<file path="config.mk">
export PLATFORM = sky130hd
export DESIGN_NAME = intr_entry_seq
export DESIGN_NICKNAME = d
export VERILOG_FILES = /design/src/rtl/intr_seq_pkg.sv /design/src/rtl/line_watch.sv /design/src/rtl/cause_pick.sv /design/src/rtl/entry_fsm.sv /design/src/rtl/intr_entry_seq.sv
export SDC_FILE = /design/constraint.sdc
export NUM_CORES = 1
export LEC_CHECK = 0
export ABC_CLOCK_PERIOD_IN_PS = 4600
export BUFFER_PORTS_ARGS = -buffer_cell sky130_fd_sc_hd__buf_2
export CAP_MARGIN = 30
export CORE_UTILIZATION = 58
export CTS_CLUSTER_DIAMETER = 150
export DETAILED_ROUTE_END_ITERATION = 16
export GPL_TIMING_DRIVEN = 0
export HOLD_SLACK_MARGIN = 0.03
export PLACE_DENSITY = 0.81
export REMOVE_ABC_BUFFERS = 1
export SYNTH_ARGS = -nofsm -noshare
export SYNTH_HDL_FRONTEND = slang
export SYNTH_SLANG_ARGS = --single-unit
export TNS_END_PERCENT = 1
</file>
<file path="constraint.sdc">
create_clock -name clk -period 4.6 [get_ports clk]
set_input_delay 1.38 -clock clk [delete_from_list [all_inputs] [get_ports clk]]
set_output_delay 1.38 -clock clk [all_outputs]
set_load 0.02 [all_outputs]
</file>
<file path="src/rtl/intr_seq_pkg.sv">
package intr_seq_pkg;

    typedef enum logic [2:0] {
        S_IDLE,
        S_DUM0,
        S_DUM1,
        S_PSH_H,
        S_PSH_L,
        S_PSH_P,
        S_VEC_L,
        S_VEC_H
    } seq_state_t;

    typedef enum logic [2:0] {
        K_NONE,
        K_RESET,
        K_NMI,
        K_IRQ,
        K_BRK
    } cause_t;

    localparam int unsigned STAT_W   = 8;
    localparam int unsigned IDIS_BIT = 2;
    localparam int unsigned BRKF_BIT = 4;
    localparam int unsigned ONE_BIT  = 5;

endpackage

</file>
<file path="src/rtl/line_watch.sv">
module line_watch #(
    parameter int unsigned CNT_W = 32,
    parameter int unsigned DELAY = 2,
    parameter bit          EDGE  = 1'b1
) (
    input  logic             clk,
    input  logic             rst_n,
    input  logic             line_n,
    input  logic             flush,
    input  logic             svc,
    input  logic [CNT_W-1:0] cycle_cnt,
    output logic             req
);

    logic             prev_n;
    logic             armed;
    logic [CNT_W-1:0] stamp;
    logic [CNT_W-1:0] age;
    logic             fall;
    logic             ripe;
    logic             consume;

    assign fall    = prev_n & ~line_n;
    assign age     = cycle_cnt - stamp;
    assign ripe    = ~age[CNT_W-1];
    assign consume = EDGE ? svc : 1'b0;

    always_ff @(posedge clk or negedge rst_n) begin
        if (!rst_n) begin
            prev_n <= 1'b1;
            armed  <= 1'b0;
            stamp  <= '0;
        end else begin
            prev_n <= line_n;
            if (fall)
                stamp <= cycle_cnt + CNT_W'(DELAY);
            if (flush || line_n)
                armed <= 1'b0;
            else if (fall)
                armed <= 1'b1;
            else if (consume)
                armed <= 1'b0;
        end
    end

    assign req = armed & ~line_n & ripe;


    fresh_fall_wait_chk: assert property (@(posedge clk) disable iff (!rst_n)
        fall |=> !req);

    generate
        if (EDGE) begin : g_edge_chk

            one_service_chk: assert property (@(posedge clk) disable iff (!rst_n)
                svc |=> !req);
        end
    endgenerate

endmodule

</file>
<file path="src/rtl/cause_pick.sv">
module cause_pick
    import intr_seq_pkg::*;
(
    input  logic   rst_pend,
    input  logic   nmi_req,
    input  logic   irq_req,
    input  logic   brk_req,
    input  logic   masked,
    output cause_t cause
);

    always_comb begin
        cause = K_NONE;
        if (rst_pend)
            cause = K_RESET;
        else if (nmi_req)
            cause = K_NMI;
        else if (!masked && brk_req)
            cause = K_BRK;
        else if (!masked && irq_req)
            cause = K_IRQ;
    end

endmodule

</file>
<file path="src/rtl/entry_fsm.sv">
module entry_fsm
    import intr_seq_pkg::*;
#(
    parameter logic [15:0] NMI_VEC    = 16'hFFFA,
    parameter logic [15:0] RST_VEC    = 16'hFFFC,
    parameter logic [15:0] IRQ_VEC    = 16'hFFFE,
    parameter logic [7:0]  STACK_PAGE = 8'h01
) (
    input  logic              clk,
    input  logic              rst_n,
    input  logic              start,
    input  cause_t            start_cause,
    input  logic [15:0]       pc_in,
    input  logic [7:0]        sp_in,
    input  logic [STAT_W-1:0] status_in,
    input  logic              bus_ack,
    input  logic [7:0]        bus_rdata,
    output logic              bus_req,
    output logic              bus_we,
    output logic [15:0]       bus_addr,
    output logic [7:0]        bus_wdata,
    output logic              busy,
    output logic              done,
    output logic [15:0]       pc_out,
    output logic [7:0]        sp_out,
    output logic              set_i,
    output logic              clr_all
);

    seq_state_t        state, state_d;
    cause_t            cause_q;
    logic [15:0]       pc_raw;
    logic [STAT_W-1:0] stat_q;
    logic [7:0]        sp_q;
    logic [7:0]        vec_lo;
    logic [15:0]       push_pc;
    logic [15:0]       vec_base;
    logic              is_brk_start;

    assign is_brk_start = (start_cause == K_BRK);
    assign push_pc      = pc_raw + ((cause_q == K_BRK) ? 16'd1 : 16'd0);

    always_comb begin
        unique case (cause_q)
            K_RESET: vec_base = RST_VEC;
            K_NMI:   vec_base = NMI_VEC;
            default: vec_base = IRQ_VEC;
        endcase
    end

    // next-state logic
    always_comb begin
        state_d = state;
        unique case (state)
            S_IDLE:  if (start) state_d = (start_cause == K_RESET) ? S_VEC_L : S_DUM0;
            S_DUM0:  if (bus_ack) state_d = S_DUM1;
            S_DUM1:  if (bus_ack) state_d = S_PSH_H;
            S_PSH_H: if (bus_ack) state_d = S_PSH_L;
            S_PSH_L: if (bus_ack) state_d = S_PSH_P;
            S_PSH_P: if (bus_ack) state_d = S_VEC_L;
            S_VEC_L: if (bus_ack) state_d = S_VEC_H;
            S_VEC_H: if (bus_ack) state_d = S_IDLE;
            default: state_d = S_IDLE;
        endcase
    end

    // state register
    always_ff @(posedge clk or negedge rst_n) begin
        if (!rst_n)
            state <= S_IDLE;
        else
            state <= state_d;
    end

    // datapath registers
    always_ff @(posedge clk or negedge rst_n) begin
        if (!rst_n) begin
            cause_q <= K_NONE;
            pc_raw  <= '0;
            stat_q  <= '0;
            sp_q    <= '0;
            vec_lo  <= '0;
            pc_out  <= '0;
            done    <= 1'b0;
            set_i   <= 1'b0;
            clr_all <= 1'b0;
        end else begin
            done    <= 1'b0;
            set_i   <= 1'b0;
            clr_all <= 1'b0;
            if (state == S_IDLE && start) begin
                cause_q <= start_cause;
                pc_raw  <= pc_in;
                sp_q    <= sp_in;
                stat_q  <= status_in;
                stat_q[ONE_BIT]  <= 1'b1;
                stat_q[BRKF_BIT] <= is_brk_start;
            end
            if (bus_ack && (state == S_PSH_H || state == S_PSH_L || state == S_PSH_P))
                sp_q <= sp_q - 8'd1;
            if (bus_ack && state == S_VEC_L)
                vec_lo <= bus_rdata;
            if (bus_ack && state == S_VEC_H) begin
                pc_out  <= {bus_rdata, vec_lo};
                done    <= 1'b1;
                set_i   <= (cause_q != K_RESET);
                clr_all <= (cause_q == K_RESET);
            end
        end
    end

    // outputs
    always_comb begin
        bus_req   = 1'b1;
        bus_we    = 1'b0;
        bus_addr  = '0;
        bus_wdata = '0;
        unique case (state)
            S_IDLE:  bus_req = 1'b0;
            S_DUM0:  bus_addr = pc_raw;
            S_DUM1:  bus_addr = pc_raw + 16'd1;
            S_PSH_H: begin
                bus_we    = 1'b1;
                bus_addr  = {STACK_PAGE, sp_q};
                bus_wdata = push_pc[15:8];
            end
            S_PSH_L: begin
                bus_we    = 1'b1;
                bus_addr  = {STACK_PAGE, sp_q};
                bus_wdata = push_pc[7:0];
            end
            S_PSH_P: begin
                bus_we    = 1'b1;
                bus_addr  = {STACK_PAGE, sp_q};
                bus_wdata = stat_q;
            end
            S_VEC_L: bus_addr = vec_base;
            S_VEC_H: bus_addr = vec_base + 16'd1;
            default: bus_req = 1'b0;
        endcase
    end

    assign busy   = (state != S_IDLE);
    assign sp_out = sp_q;


    stall_hold_chk: assert property (@(posedge clk) disable iff (!rst_n)
        (bus_req && !bus_ack) |=> (bus_req && $stable(bus_addr) && $stable(bus_we) && $stable(bus_wdata)));


    push_page_chk: assert property (@(posedge clk) disable iff (!rst_n)
        (bus_req && bus_we) |-> (bus_addr[15:8] == STACK_PAGE));


    done_pulse_chk: assert property (@(posedge clk) disable iff (!rst_n)
        done |=> !done);

endmodule

</file>
<file path="src/rtl/intr_entry_seq.sv">
module intr_entry_seq
    import intr_seq_pkg::*;
#(
    parameter int unsigned CNT_W      = 32,
    parameter int unsigned DELAY      = 2,
    parameter logic [15:0] NMI_VEC    = 16'hFFFA,
    parameter logic [15:0] RST_VEC    = 16'hFFFC,
    parameter logic [15:0] IRQ_VEC    = 16'hFFFE,
    parameter logic [7:0]  STACK_PAGE = 8'h01
) (
    input  logic             clk,
    input  logic             rst_n,
    input  logic [CNT_W-1:0] cycle_cnt,
    input  logic             nmi_n,
    input  logic             irq_n,
    input  logic             reset_req,
    input  logic             brk_req,
    input  logic             boundary,
    input  logic [7:0]       status_in,
    input  logic [15:0]      pc_in,
    input  logic [7:0]       sp_in,
    output logic             bus_req,
    output logic             bus_we,
    output logic [15:0]      bus_addr,
    output logic [7:0]       bus_wdata,
    input  logic [7:0]       bus_rdata,
    input  logic             bus_ack,
    output logic             busy,
    output logic             done,
    output logic [15:0]      pc_out,
    output logic [7:0]       sp_out,
    output logic             set_i,
    output logic             clr_all
);

    logic   rst_pend;
    logic   nmi_req, irq_req;
    logic   start, flush, nmi_svc;
    cause_t cause;

    line_watch #(.CNT_W(CNT_W), .DELAY(DELAY), .EDGE(1'b1)) u_nmi (
        .clk(clk), .rst_n(rst_n), .line_n(nmi_n), .flush(flush),
        .svc(nmi_svc), .cycle_cnt(cycle_cnt), .req(nmi_req)
    );

    line_watch #(.CNT_W(CNT_W), .DELAY(DELAY), .EDGE(1'b0)) u_irq (
        .clk(clk), .rst_n(rst_n), .line_n(irq_n), .flush(flush),
        .svc(1'b0), .cycle_cnt(cycle_cnt), .req(irq_req)
    );

    cause_pick u_pick (
        .rst_pend(rst_pend), .nmi_req(nmi_req), .irq_req(irq_req),
        .brk_req(brk_req & boundary), .masked(status_in[IDIS_BIT]), .cause(cause)
    );

    assign start   = !busy && ((cause == K_RESET) || (boundary && cause != K_NONE));
    assign flush   = start && (cause == K_RESET);
    assign nmi_svc = start && (cause == K_NMI);

    always_ff @(posedge clk or negedge rst_n) begin
        if (!rst_n)
            rst_pend <= 1'b0;
        else if (reset_req)
            rst_pend <= 1'b1;
        else if (flush)
            rst_pend <= 1'b0;
    end

    entry_fsm #(
        .NMI_VEC(NMI_VEC), .RST_VEC(RST_VEC), .IRQ_VEC(IRQ_VEC), .STACK_PAGE(STACK_PAGE)
    ) u_fsm (
        .clk(clk), .rst_n(rst_n), .start(start), .start_cause(cause),
        .pc_in(pc_in), .sp_in(sp_in), .status_in(status_in),
        .bus_ack(bus_ack), .bus_rdata(bus_rdata),
        .bus_req(bus_req), .bus_we(bus_we), .bus_addr(bus_addr), .bus_wdata(bus_wdata),
        .busy(busy), .done(done), .pc_out(pc_out), .sp_out(sp_out),
        .set_i(set_i), .clr_all(clr_all)
    );


    mask_gate_chk: assert property (@(posedge clk) disable iff (!rst_n)
        (start && (cause == K_IRQ || cause == K_BRK)) |-> !status_in[IDIS_BIT]);

endmodule

</file>
=== Word level (Yosys, flattened, before mapping) ===
Index checks and enable logic that the tools add are counted.

* Bits in registers: 134
* Input port bits: 80
* Word-level logic and storage cells: 115

* Add/subtract/negate cells: 7
* Eq/ne operators: 22
* Mux-type cells: 32
* Bitwise gates (word level): 11
* Reductions and logical operators: 26

{| class="wikitable"
|+ Operators by type and width
! kind !! number
|-
| 16-bit case mux with 5 select lines || 1
|-
| 32-bit subtractor || 2
|-
| 3-bit two-way mux || 12
|-
| 16-bit by 1-bit adder with 16-bit output (second input constant) || 2
|-
| 32-bit by 2-bit adder with 32-bit output (second input constant) || 1
|-
| 3-bit case mux with 8 select lines || 1
|-
| 8-bit case mux with 3 select lines || 1
|-
| 3-bit == test (second input constant) || 6
|-
| 16-bit adder || 1
|-
| 8-bit two-way mux || 2
|-
| 2-bit inequality test (second input constant) || 8
|-
| 1-bit two-way mux || 13
|-
| 3-bit by 2-bit == test with 1-bit output (second input constant) || 4
|-
| 1-bit logical AND || 10
|-
| 3-bit by 1-bit == test with 1-bit output (second input constant) || 3
|-
| 3-bit nonzero test || 3
|-
| 8-bit AND reduction || 1
|-
| 8-bit by 1-bit subtractor with 8-bit output (second input constant) || 1
|-
| 1-bit bitwise AND || 7
|-
| 3-bit case mux with 2 select lines || 1
|-
| 2-bit nonzero test || 3
|-
| 1-bit logical OR || 5
|-
| 1-bit NOT || 4
|-
| 3-bit zero test || 1
|-
| 4 further kinds || 5
|}

=== Depth between registers and ports, before layout ===
Gate-level depths: netlist of the first run.

* Depth in word-level cells: 16
* Mapped depth: 13

=== Hierarchy ===
From an unflattened synthesis of the first run, not the netlist that was laid out.

* Cells, all modules: 1065
* Area, all modules: 9115.0 µm²

{| class="wikitable"
|+ Modules (own cells, without submodules)
! module !! times used !! cells an instance !! area an instance (µm²)
|-
| entry_fsm || 1 || 435 || 3886.2
|-
| line_watch (u_nmi) || 1 || 308 || 2556.2
|-
| line_watch (u_irq) || 1 || 306 || 2548.7
|-
| intr_entry_seq || 1 || 11 || 90.1
|-
| cause_pick || 1 || 5 || 33.8
|}

=== Worst setup path before layout of the first run ===
OpenSTA, ideal clock, no wires.

* Kind: register to output
* Start point: reg u_fsm.state[2]
* End point: out bus_addr[12]
* Arrival: 2.484 ns
* Setup slack: 0.736 ns
* Stages on the path, launching flop included: 13
* Path buffers: 2
* Path through: dfrtp_1 clkbuf_1 nand3_1 clkbuf_1 o21ai_0 ha_1 o21ai_1 a21o_1 a21oi_1 nand2_1 xor2_1 o21ai_0 a22o_1

* Longest elaborated chain between the ends: 3
* Elaborated cells between the ends (all ways): 9

{| class="wikitable"
|+ RTL lines
! what !! line !! source
|-
| from (decl) || entry_fsm.sv:30 || <nowiki>seq_state_t state, state_d;</nowiki>
|-
| from (signal assigned) || entry_fsm.sv:72 || <nowiki>state <= state_d;</nowiki>
|-
| 3-bit == test or 3-bit by 2-bit == test with 1-bit output (tied branches) || entry_fsm.sv:118 || <nowiki>unique case (state)</nowiki>
|-
| 3-bit OR reduction (no line) || n/a ||
|-
| 16-bit case mux with 5 select lines * || entry_fsm.sv:118 ||
|-
| to (decl) || intr_entry_seq.sv:24 || <nowiki>output logic [15:0] bus_addr,</nowiki>
|}

Every way passes the cells marked *; elsewhere a longest branch is shown, timed or not.

=== Worst setup path after layout of the first run ===
* Start point: reg u_fsm.state[1]
* End point: out bus_addr[13]

The elaborated chain is that of the path after synthesis.

==> results.ini, run 1 <==
[drt]
post_drt_wl_per_cell_um=15.65
routed.top_layer=met4
wl_um=19320
via_count=7078
first_pass_iters=5
met3_length_um=1060
met2WireLength_um=9476
final_antenna_net_count=0
drt_iter0_markers=647
drt-met1-wl_um=8502
vias_per_cell=5.736
drcViolationCount=0

[clock_tree]
cts_tree=done
clock_path_buffers=2
clock-sinks=134
cts.reportedPaths.clkPinSlew_ns=0.06
cts-root-buf=clkbuf_16
numCtsBuffers=17
insertion_delay_ns=0.43
htreeDepth=4

[placement]
place_area_sq_mm=0.009263
post-place-cells=1199
io_buffers=131
dp_slack_ns=-0.2220
hpwlAfterDp_um=13940
place.gp.congestion=0.8960

[outcome]
outcome=finished clean

[floorplanning]
die_area_sq_mm=0.01503
die_h_um=122.6
rows=43
initial_core_util_pct=60.06
core_area_sq_mm=0.01404
io-pin-count=134
die_w_um=122.6

[sta]
hold_violations=0
worst_slack_ns=0.2000
period_needed_ns=4.400
rsz0062_at_grt=no
fin_crit_sh_pct=95.65
tightest_slew_ns=0.8219
setup_violations=0
slew_viol_final=0
clock.fmax_mhz=227.3
holdWs_ns=0.4670
setup_tns_ns=0
skew_ns=0.008550
slew_headroom_pct=44.70

[yosys]
avgSynthCellArea_sq_um=9.117
synthTopCellsByArea=dfrtp_1 (39%), ha_1 (9.6%), o21ai_0 (5.8%)
synth_edf_count=0
synth_seq_cells=134
synth-adder-area-share_pct=9.644
synthMuxAreaShare_pct=8.457
yosys.area_share.xor_xnor_pct=6.024
synthFlopType=dfrtp_1
synth_top_family_by_area=compound AO/OA/AOI/OAI gates
syn_inst=925
async_reset_ff_share_pct=100.0
synth_simple_gate_area_share_pct=14.48
seq_area_frac_synth_pct=39.79
synth_common_cells=dfrtp_1 (132), nand2_1 (126), o21ai_0 (98)
synth-compound-area-share_pct=16.02
syn_area_sq_mm=0.008433
ys_warn_count=0
synth.top_cell.area_share_pct=39.17
ys_types=56
yosysTopAreaCell=dfrtp_1
synthMostInstantiatedCell=dfrtp_1

[worst_hold_path]
hold_path.class=reg2reg
hp-start=u_fsm.stat_q[5]

[finish]
drive_gt1_share_pct=22.51
fill_cells=1096
final_cell_area_sq_mm=0.009867
fin_nets=1185
layout.cells.non_filler=1234
area_delta_synth_final_pct=17.00
fin_util_pct=70.27

[critical_path]
cp_max_fo=31
critPathRequiredTime_ns=3.22
path_class=reg2out
rr_startpoint=u_nmi.stamp[5]
cp.arrival_ns=3.02
cp-startpoint=u_fsm.state[1]
start_kind=flip-flop
endpoint_kind=primary output

[power_and_ir_drop]
leakagePower_nw=4.672
vdd.ir_drop.worst_mv=0.4522
total_power_mw=5.504
power.density_mw_per_mm2=557.9

[global_routing]
grt_pass1_vias=6596
grt-ovfl-total=0
grt_usage_pct=27.09
grt_max_degree=77
grt_pass1_wl_um=31300
antenna_found_initial=1

[job]
max_cap_viol_count=0

==> final cells by class <==
type | count | area [sq um] | area share, %
clock inverter | 13 | 97.59 | 0.9891
antenna | 1 | 2.502 | 0.02536
clock buffer | 19 | 442.9 | 4.489
inverter | 76 | 285.3 | 2.891
timing repair buffer | 138 | 805.8 | 8.166
multi-input combinational | 673 | 4646 | 47.08
sequential | 134 | 3362 | 34.07
tap | 180 | 225.2 | 2.283
==> repair_timing <==
| action | in CTS | in global routing |
|---|---|---|
| resized for setup | 6 | 5 |
| setup buffers | 1 | 1 |
| hold buffers | 0 | 0 |
| setup endpoints to repair | 12 | 5 |
==> cell families (layout without fill, tap and decap cells) <==
group,Yosys count,after routing
and+or+nand+nor,272,272
AOI/OAI and AO/OA,222,222
DFF,134,134
buffers and inverters,118,246
adders and majority gates,65,65
xor gates and xnor gates,58,58
muxes,56,56
other,0,1
==> registers in the layout (all words and copies together) (netlist names) <==
register / count
u_fsm.state: 3
u_fsm.pc_raw: 16
u_irq.prev_n: 1
u_fsm.sp_out: 8
u_fsm.cause_q: 3
u_irq.armed: 1
u_irq.stamp: 32
u_fsm.clr_all: 1
u_nmi.prev_n: 1
u_fsm.pc_out: 16
u_nmi.armed: 1
rst_pend: 1
u_fsm.set_i: 1
u_fsm.vec_lo: 8
u_fsm.stat_q: 8
u_nmi.stamp: 32
u_fsm.done: 1
==> per-layer routing <==
layer | track usage (%) | up-vias
met3 | 5.251 | 28
met2 | 45.15 | 219
met4 | 9.604 | 0
li1 | - | 3451
met1 | 35.05 | 3380
met5 | 0 | -
==> power breakdown <==
group	total, mW	internal [mW]	switching [mW]
clock	1.25	0.709	0.539
sequential	1.89	1.53	0.368
combinational	2.36	1.03	1.33
==> placed cells by master, fill, tap and decap left out, drive strengths merged, types with 5 or more instances in the layout <==
master	count
a21oi	50
a211oi	6
and2	6
nand4	14
dfrtp	132
mux2	49
xor2	31
clkinv	6
nor2	53
xnor2	27
o221ai	5
buf	137
nand2	126
and3	10
inv	82
nor3b	7
nand2b	5
a22o	6
ha	65
nand3	27
a21o	5
o21ai	103
clkbuf	20
mux2i	7
a22oi	5
nor3	10
o22ai	14
==> worst paths after layout <==
path / cells past startpoint / endpoint / slack (ns)
worst min-delay path: 1 / u_fsm.stat_q[5] / 0.47
max in group asynchronous: 2 / u_irq.prev_n / 2.90
min in group asynchronous: 1 / u_nmi.stamp[4] / 0.92
worst min register to register: 1 / u_fsm.stat_q[5] / 0.47
worst max-delay path: 11 / bus_addr[13] / 0.20
worst max register to register: 11 / u_fsm.sp_out[5] / 1.06
==> worst max-delay path, cell delays in order, from the launching register on <==
cell	delay [ns]
dfrtp_2	0.46
buf_16	0.19
nand3_4	0.18
nand4_1	0.19
or2_2	0.35
a21oi_2	0.20
nand2_1	0.16
nor2_1	0.14
xor2_1	0.17
a21oi_1	0.08
o21ai_0	0.27
buf_2	0.22
Note: power is estimated with default switching activity, not from simulation.
==> run 2: changes to the inputs <==
--- a/config.mk
+++ b/config.mk
@@ -15,6 +15,7 @@
 export HOLD_SLACK_MARGIN = 0.03
 export PLACE_DENSITY = 0.81
 export REMOVE_ABC_BUFFERS = 1
+export SLEW_MARGIN = 20
 export SYNTH_ARGS = -nofsm -noshare
 export SYNTH_HDL_FRONTEND = slang
 export SYNTH_SLANG_ARGS = --single-unit
==> constraint.sdc (replaced) <==
create_clock -name clk -period 4.6 [get_ports clk]
set_input_delay 1.38 -clock clk [delete_from_list [all_inputs] [get_ports clk]]
set_output_delay 1.38 -clock clk [all_outputs]
set_load 0.01 [all_outputs]
==> run 2 against run 1 <==
Net effect:
- core utilization grew 0.14 points
- register-to-register slack got worse by 0.04 ns
- critical path depth is 1 lower
- non-clock buffer count unchanged
- worst setup slack got worse by 0.038 ns
- sequential power up 2%
- via count up 0.69%
- highest routed layer unchanged
- clock power is 6% higher
- combinational power is 9.7% lower
- sequential cell count did not move
==> results.ini, run 2 (synthesized netlist as in run 1, its figures left out) <==
[clock_tree]
clock_path_buffers=2
numCtsBuffers=17
hold_buffers=0
insertion_delay_ns=0.43
cts_tree=done
cts-root-buf=clkbuf_16
clock-sinks=134
htreeDepth=4
cts.reportedPaths.clkPinSlew_ns=0.06

[floorplanning]
die_w_um=122.6
core_area_sq_mm=0.01404
initial_core_util_pct=60.06
die_h_um=122.6
rows=43
io-pin-count=134
die_area_sq_mm=0.01503

[finish]
layout.cells.non_filler=1235
fin_nets=1185
final_common_cell=buf_2
drive_gt1_share_pct=22.22
final_cell_area_sq_mm=0.009887
area_delta_synth_final_pct=17.24
biggestRegsByFlops=u_irq.stamp (32), u_nmi.stamp (32)
layout_common_cells=buf_2 (130), dfrtp_1 (129), nand2_1 (126)
fin_util_pct=70.41

[critical_path]
endpoint_kind=primary output
start_kind=flip-flop
path_class=reg2out
r2r_cells=11
cp.arrival_ns=3.06
critPathRequiredTime_ns=3.22
cp_max_fo=13

[power_and_ir_drop]
vdd.ir_drop.worst_mv=0.3754
p_sw_mw=2.057
leakagePower_nw=4.675
sw_frac_of_total_pct=38.28
clkPwrFrac_pct=24.6
p_int_mw=3.317
p_seq_share_pct=35.8
power.density_mw_per_mm2=543.6
combPwrFrac_pct=39.6

[global_routing]
grt-ovfl-total=0
grt_pass1_vias=6752
grt_usage_pct=27.04
grt_max_degree=77
grt_pass1_wl_um=31490
antenna_found_initial=2

[drt]
via_count=7127
post_drt_wl_per_cell_um=15.79
drt_iter0_markers=609
vias_per_cell=5.771
drcViolationCount=0
first_pass_iters=5
wl_um=19500
final_antenna_net_count=0

[worst_hold_path]
whs_path_depth=1
hold_path.class=reg2reg

[sta]
clock.fmax_mhz=225.3
setup_violations=0
hold_violations=0
slew_headroom_pct=47.71
rsz0062_at_grt=no
fin_crit_sh_pct=96.47
period_needed_ns=4.438
slew_viol_final=0
skew_ns=0.006727
tightest_slew_ns=0.7825

[placement]
io_buffers=131
hpwlAfterDp_um=13890
place.gp.congestion=0.8960
place_area_sq_mm=0.009248
post-place-cells=1198

[job]
max_cap_viol_count=0

[outcome]
outcome=finished clean

-- run 2: layout make-up --
type | instances | area [sq um]
Inverter | 76 | 285.3
Fill cell | 1166 | 4155
Tap cell | 180 | 225.2
Multi-Input combinational cell | 673 | 4628
Timing Repair Buffer | 138 | 798.3
Sequential cell | 134 | 3367
Antenna cell | 2 | 5.005
Clock inverter | 14 | 138.9
Clock buffer | 18 | 439.2
-- run 2: worst paths after layout --
check	start	end	slack, ns
setup / recovery	u_fsm.state[1]	bus_addr[13]	0.16
hold / removal	u_fsm.stat_q[5]	u_fsm.stat_q[5]	0.47
setup reg to reg	u_nmi.stamp[5]	u_fsm.sp_out[5]	1.02
hold reg to reg	u_fsm.stat_q[5]	u_fsm.stat_q[5]	0.47
max in group asynchronous	rst_n	u_irq.prev_n	2.99
min in group asynchronous	rst_n	u_nmi.stamp[6]	0.88
-- run 2: metal layers --
layer | global-route usage, % | share of wire, % | vias to the layer above
met3 | 4.461 | 5.4 | 42
met2 | 43.82 | 48 | 248
met4 | 12.88 | 2.6 | 0
met1 | 35.27 | 44 | 3374
li1 | - | - | 3463
met5 | 0 | 0 | -
-- run 2: critical path, cell delays in order (launching register included) --
cell and delay (ns):
dfrtp_4 0.58, nand3_4 0.20, nand4_1 0.19, or2_2 0.34, a21oi_1 0.32, nand2_1 0.20, nor2_1 0.16, xor2_1 0.16
a21oi_1 0.08, o21ai_0 0.22, buf_2 0.18
-- run 2: timing repair --
action	4_1_cts	5_1_grt
hold endpoints to repair	0	0
buffers inserted	1	2
pin swaps	0	0
setup endpoints to repair	12	7
gates resized for setup	5	3
-- run 2: metrics by stage --
stage               hold slack [ns]  power (mW)  TNS [ns]  setup WS, ns
finish                       0.4674       5.374         0        0.1623
global route                 0.4881       5.712         0       0.01260
CTS                          0.4726       5.350         0     0.0009168
detailed placement           0.4536       3.980    -1.022       -0.1800
global placement             0.4541       3.868    -2.210       -0.4805
floorplan                    0.4350       3.226         0        0.2989
-- run 2: power by group through the flow --
stage / logic (mW) / clock network (mW) / registers, mW
after floorplan: 1.32 / 0 / 1.91
after global placement: 1.91 / 0 / 1.96
after detailed placement: 2.02 / 0 / 1.95
after CTS: 2.08 / 1.34 / 1.93
after global routing: 2.33 / 1.40 / 1.97
final: 2.13 / 1.32 / 1.93
==> run 3: changes to the inputs <==
--- a/config.mk
+++ b/config.mk
@@ -8,6 +8,7 @@
 export ABC_CLOCK_PERIOD_IN_PS = 4600
 export BUFFER_PORTS_ARGS = -buffer_cell sky130_fd_sc_hd__buf_2
 export CAP_MARGIN = 30
+export CORE_ASPECT_RATIO = 1.25
 export CORE_UTILIZATION = 58
 export CTS_CLUSTER_DIAMETER = 150
 export DETAILED_ROUTE_END_ITERATION = 16
==> run 3 against run 2 <==
Net effect:
- global-route usage rose by 0.88 points
- combinational power hardly changed
- via count shrank 0.66%
- register-to-register slack gained 0.15 ns
- sequential power hardly changed
- count of clock-buffer cells in the layout grew 1
- clock skew up 0.0017 ns
- critical path depth unchanged
- die area about the same
- final area up 0.32%
- power rose by 1.0%
- clock power up 6%
- largest cell class unchanged
==> results.ini, run 3 (synthesized netlist as in run 1, its figures left out) <==
[job]
max_cap_viol_count=0

[power_and_ir_drop]
sw_frac_of_total_pct=37.78
p_seq_share_pct=35.5
p_int_mw=3.379
power.density_mw_per_mm2=547.5
p_sw_mw=2.052
vdd.ir_drop.worst_mv=0.4341
leakagePower_nw=4.696
combPwrFrac_pct=38.7
clkPwrFrac_pct=25.8

[clock_tree]
htreeDepth=4
numCtsBuffers=17
clock-sinks=134
cts-root-buf=clkbuf_16
cts.reportedPaths.clkPinSlew_ns=0.06
clock_path_buffers=2
cts_tree=done
insertion_delay_ns=0.42

[global_routing]
antenna_found_initial=4
grt-ovfl-total=0
grt_usage_pct=27.92
grt_max_degree=76
grt_pass1_wl_um=32360
grt_pass1_vias=6919

[finish]
area_delta_synth_final_pct=17.61
multiInputGateArea_sq_mm=0.004636
drive_gt1_share_pct=22.41
fill_cells=1081
final_common_cell=buf_2
layout_common_cells=buf_2 (130), dfrtp_1 (129), nand2_1 (126)
fin_nets=1185
final_cell_area_sq_mm=0.009918
biggestRegsByFlops=u_irq.stamp (32), u_nmi.stamp (32)
final-seq-area_sq_mm=0.003364

[floorplanning]
die_w_um=109.9
core_area_sq_mm=0.01399
initial_core_util_pct=60.26
io-pin-count=134
die_area_sq_mm=0.01503
die_h_um=136.8
rows=48

[drt]
drt-met1-wl_um=7905
wl_um=19550
final_antenna_net_count=0
met3_length_um=1103
first_pass_iters=7
drcViolationCount=0
routed.top_layer=met5
drt_iter0_markers=374
post_drt_wl_per_cell_um=15.88
vias_per_cell=5.751
via_count=7080
met2WireLength_um=10060

[sta]
setup_violations=0
clock.fmax_mhz=231.3
period_needed_ns=4.323
holdWs_ns=0.4733
slew_headroom_pct=41.88
tightest_slew_ns=0.8652
slew_viol_final=0
fin_crit_sh_pct=93.97
skew_ns=0.008464
rsz0062_at_grt=no
hold_violations=0

[placement]
io_buffers=131
place_area_sq_mm=0.009236
hpwlAfterDp_um=14110
place.gp.congestion=0.8787

[worst_hold_path]
whs_path_depth=1
hold_path.class=reg2reg
hp-start=u_fsm.stat_q[5]

[critical_path]
r2r_cells=11
ff2ff_setup_slack_ns=1.17
path_depth=10
endpoint_kind=primary output
rr_startpoint=u_nmi.stamp[6]
slowest_delay_ns=0.61
cp.arrival_ns=2.94
worst-path-buf-inv=1
critPathRequiredTime_ns=3.22
start_kind=flip-flop
cp_cell_sequence=nand3_4, nand4_1, or2_2, a21oi_2, nand2_1, nor2_1, xor2_1, a21oi_1, o21ai_0, buf_2
cp_max_fo=21
cp-startpoint=u_fsm.state[0]
crit_slowest_cell=dfrtp_4
crit_family=simple AND/OR/NAND/NOR gates
path_class=reg2out

[outcome]
outcome=finished clean

## run 3: cell count changes in the layout (fill, tap and decap cells not counted), sizes merged
cell,delta
bufinv,+1
clkbuf,+1
diode,+1
clkinvlp,-2
## run 3: path summary, 6_finish.rpt
path	end
worst max-delay path	bus_addr[13]
worst min-delay path	u_fsm.stat_q[5]
worst max register to register	u_fsm.sp_out[6]
worst min register to register	u_fsm.stat_q[5]
max in group asynchronous	u_nmi.prev_n
min in group asynchronous	u_irq.stamp[9]
## run 3: worst register-to-register path: cells and delay by family, from the launching register on
family | cells | cell delay [ns]
buf+inv | 1 | 0.05
fa+ha+maj | 1 | 0.28
flops | 1 | 0.35
compound gates | 6 | 1.91
mux | 1 | 0.30
simple gates | 2 | 0.44
## run 3: layout make-up
class,count,share of cell area (%)
antenna,3,0.07569
clock buffer,19,4.567
clock inverter,13,1.615
inverter,76,2.876
multi-input combinational,673,46.74
sequential,134,33.92
tap,175,2.208
timing repair buffer,138,7.998
## run 3: per-stage QoR
stage / TNS, ns / utilization [%] / power, mW / std cells / setup WS [ns]
2_1_floorplan: 0 / - / 3.226 / 883 / 0.2989
3_3_place_gp: -1.880 / 65.19 / 3.864 / 1189 / -0.4581
3_5_place_dp: -0.1935 / 66.01 / 3.968 / 1193 / -0.1070
4_1_cts: 0 / 70.64 / 5.426 / 1227 / 0.02142
5_1_grt: 0 / 70.84 / 5.778 / 1229 / 0.05151
6_report: 0 / 70.88 / 5.430 / 1231 / 0.2773
## run 3: what timing repair did
action                     in CTS  in global routing
setup endpoints to repair      12                  5
hold buffers                    0                  0
gates cloned                    0                  0
setup buffers                   2                  1
gates resized for setup         5                  4
## run 3: power groups by stage
stage	Clock, mW	Sequential, mW	Combinational [mW]
3_5_place_dp	0	1.96	2.01
4_1_cts	1.43	1.92	2.08
3_3_place_gp	0	1.97	1.90
6_report	1.40	1.93	2.10
2_1_floorplan	0	1.91	1.32
5_1_grt	1.47	1.97	2.33
## run 3: layer usage
metal | vias to the layer above | global-route usage [%]
met4 | 2 | 11.78
met3 | 44 | 6.524
li1 | 3461 | -
met2 | 220 | 48.09
met1 | 3353 | 33.00
met5 | - | 0
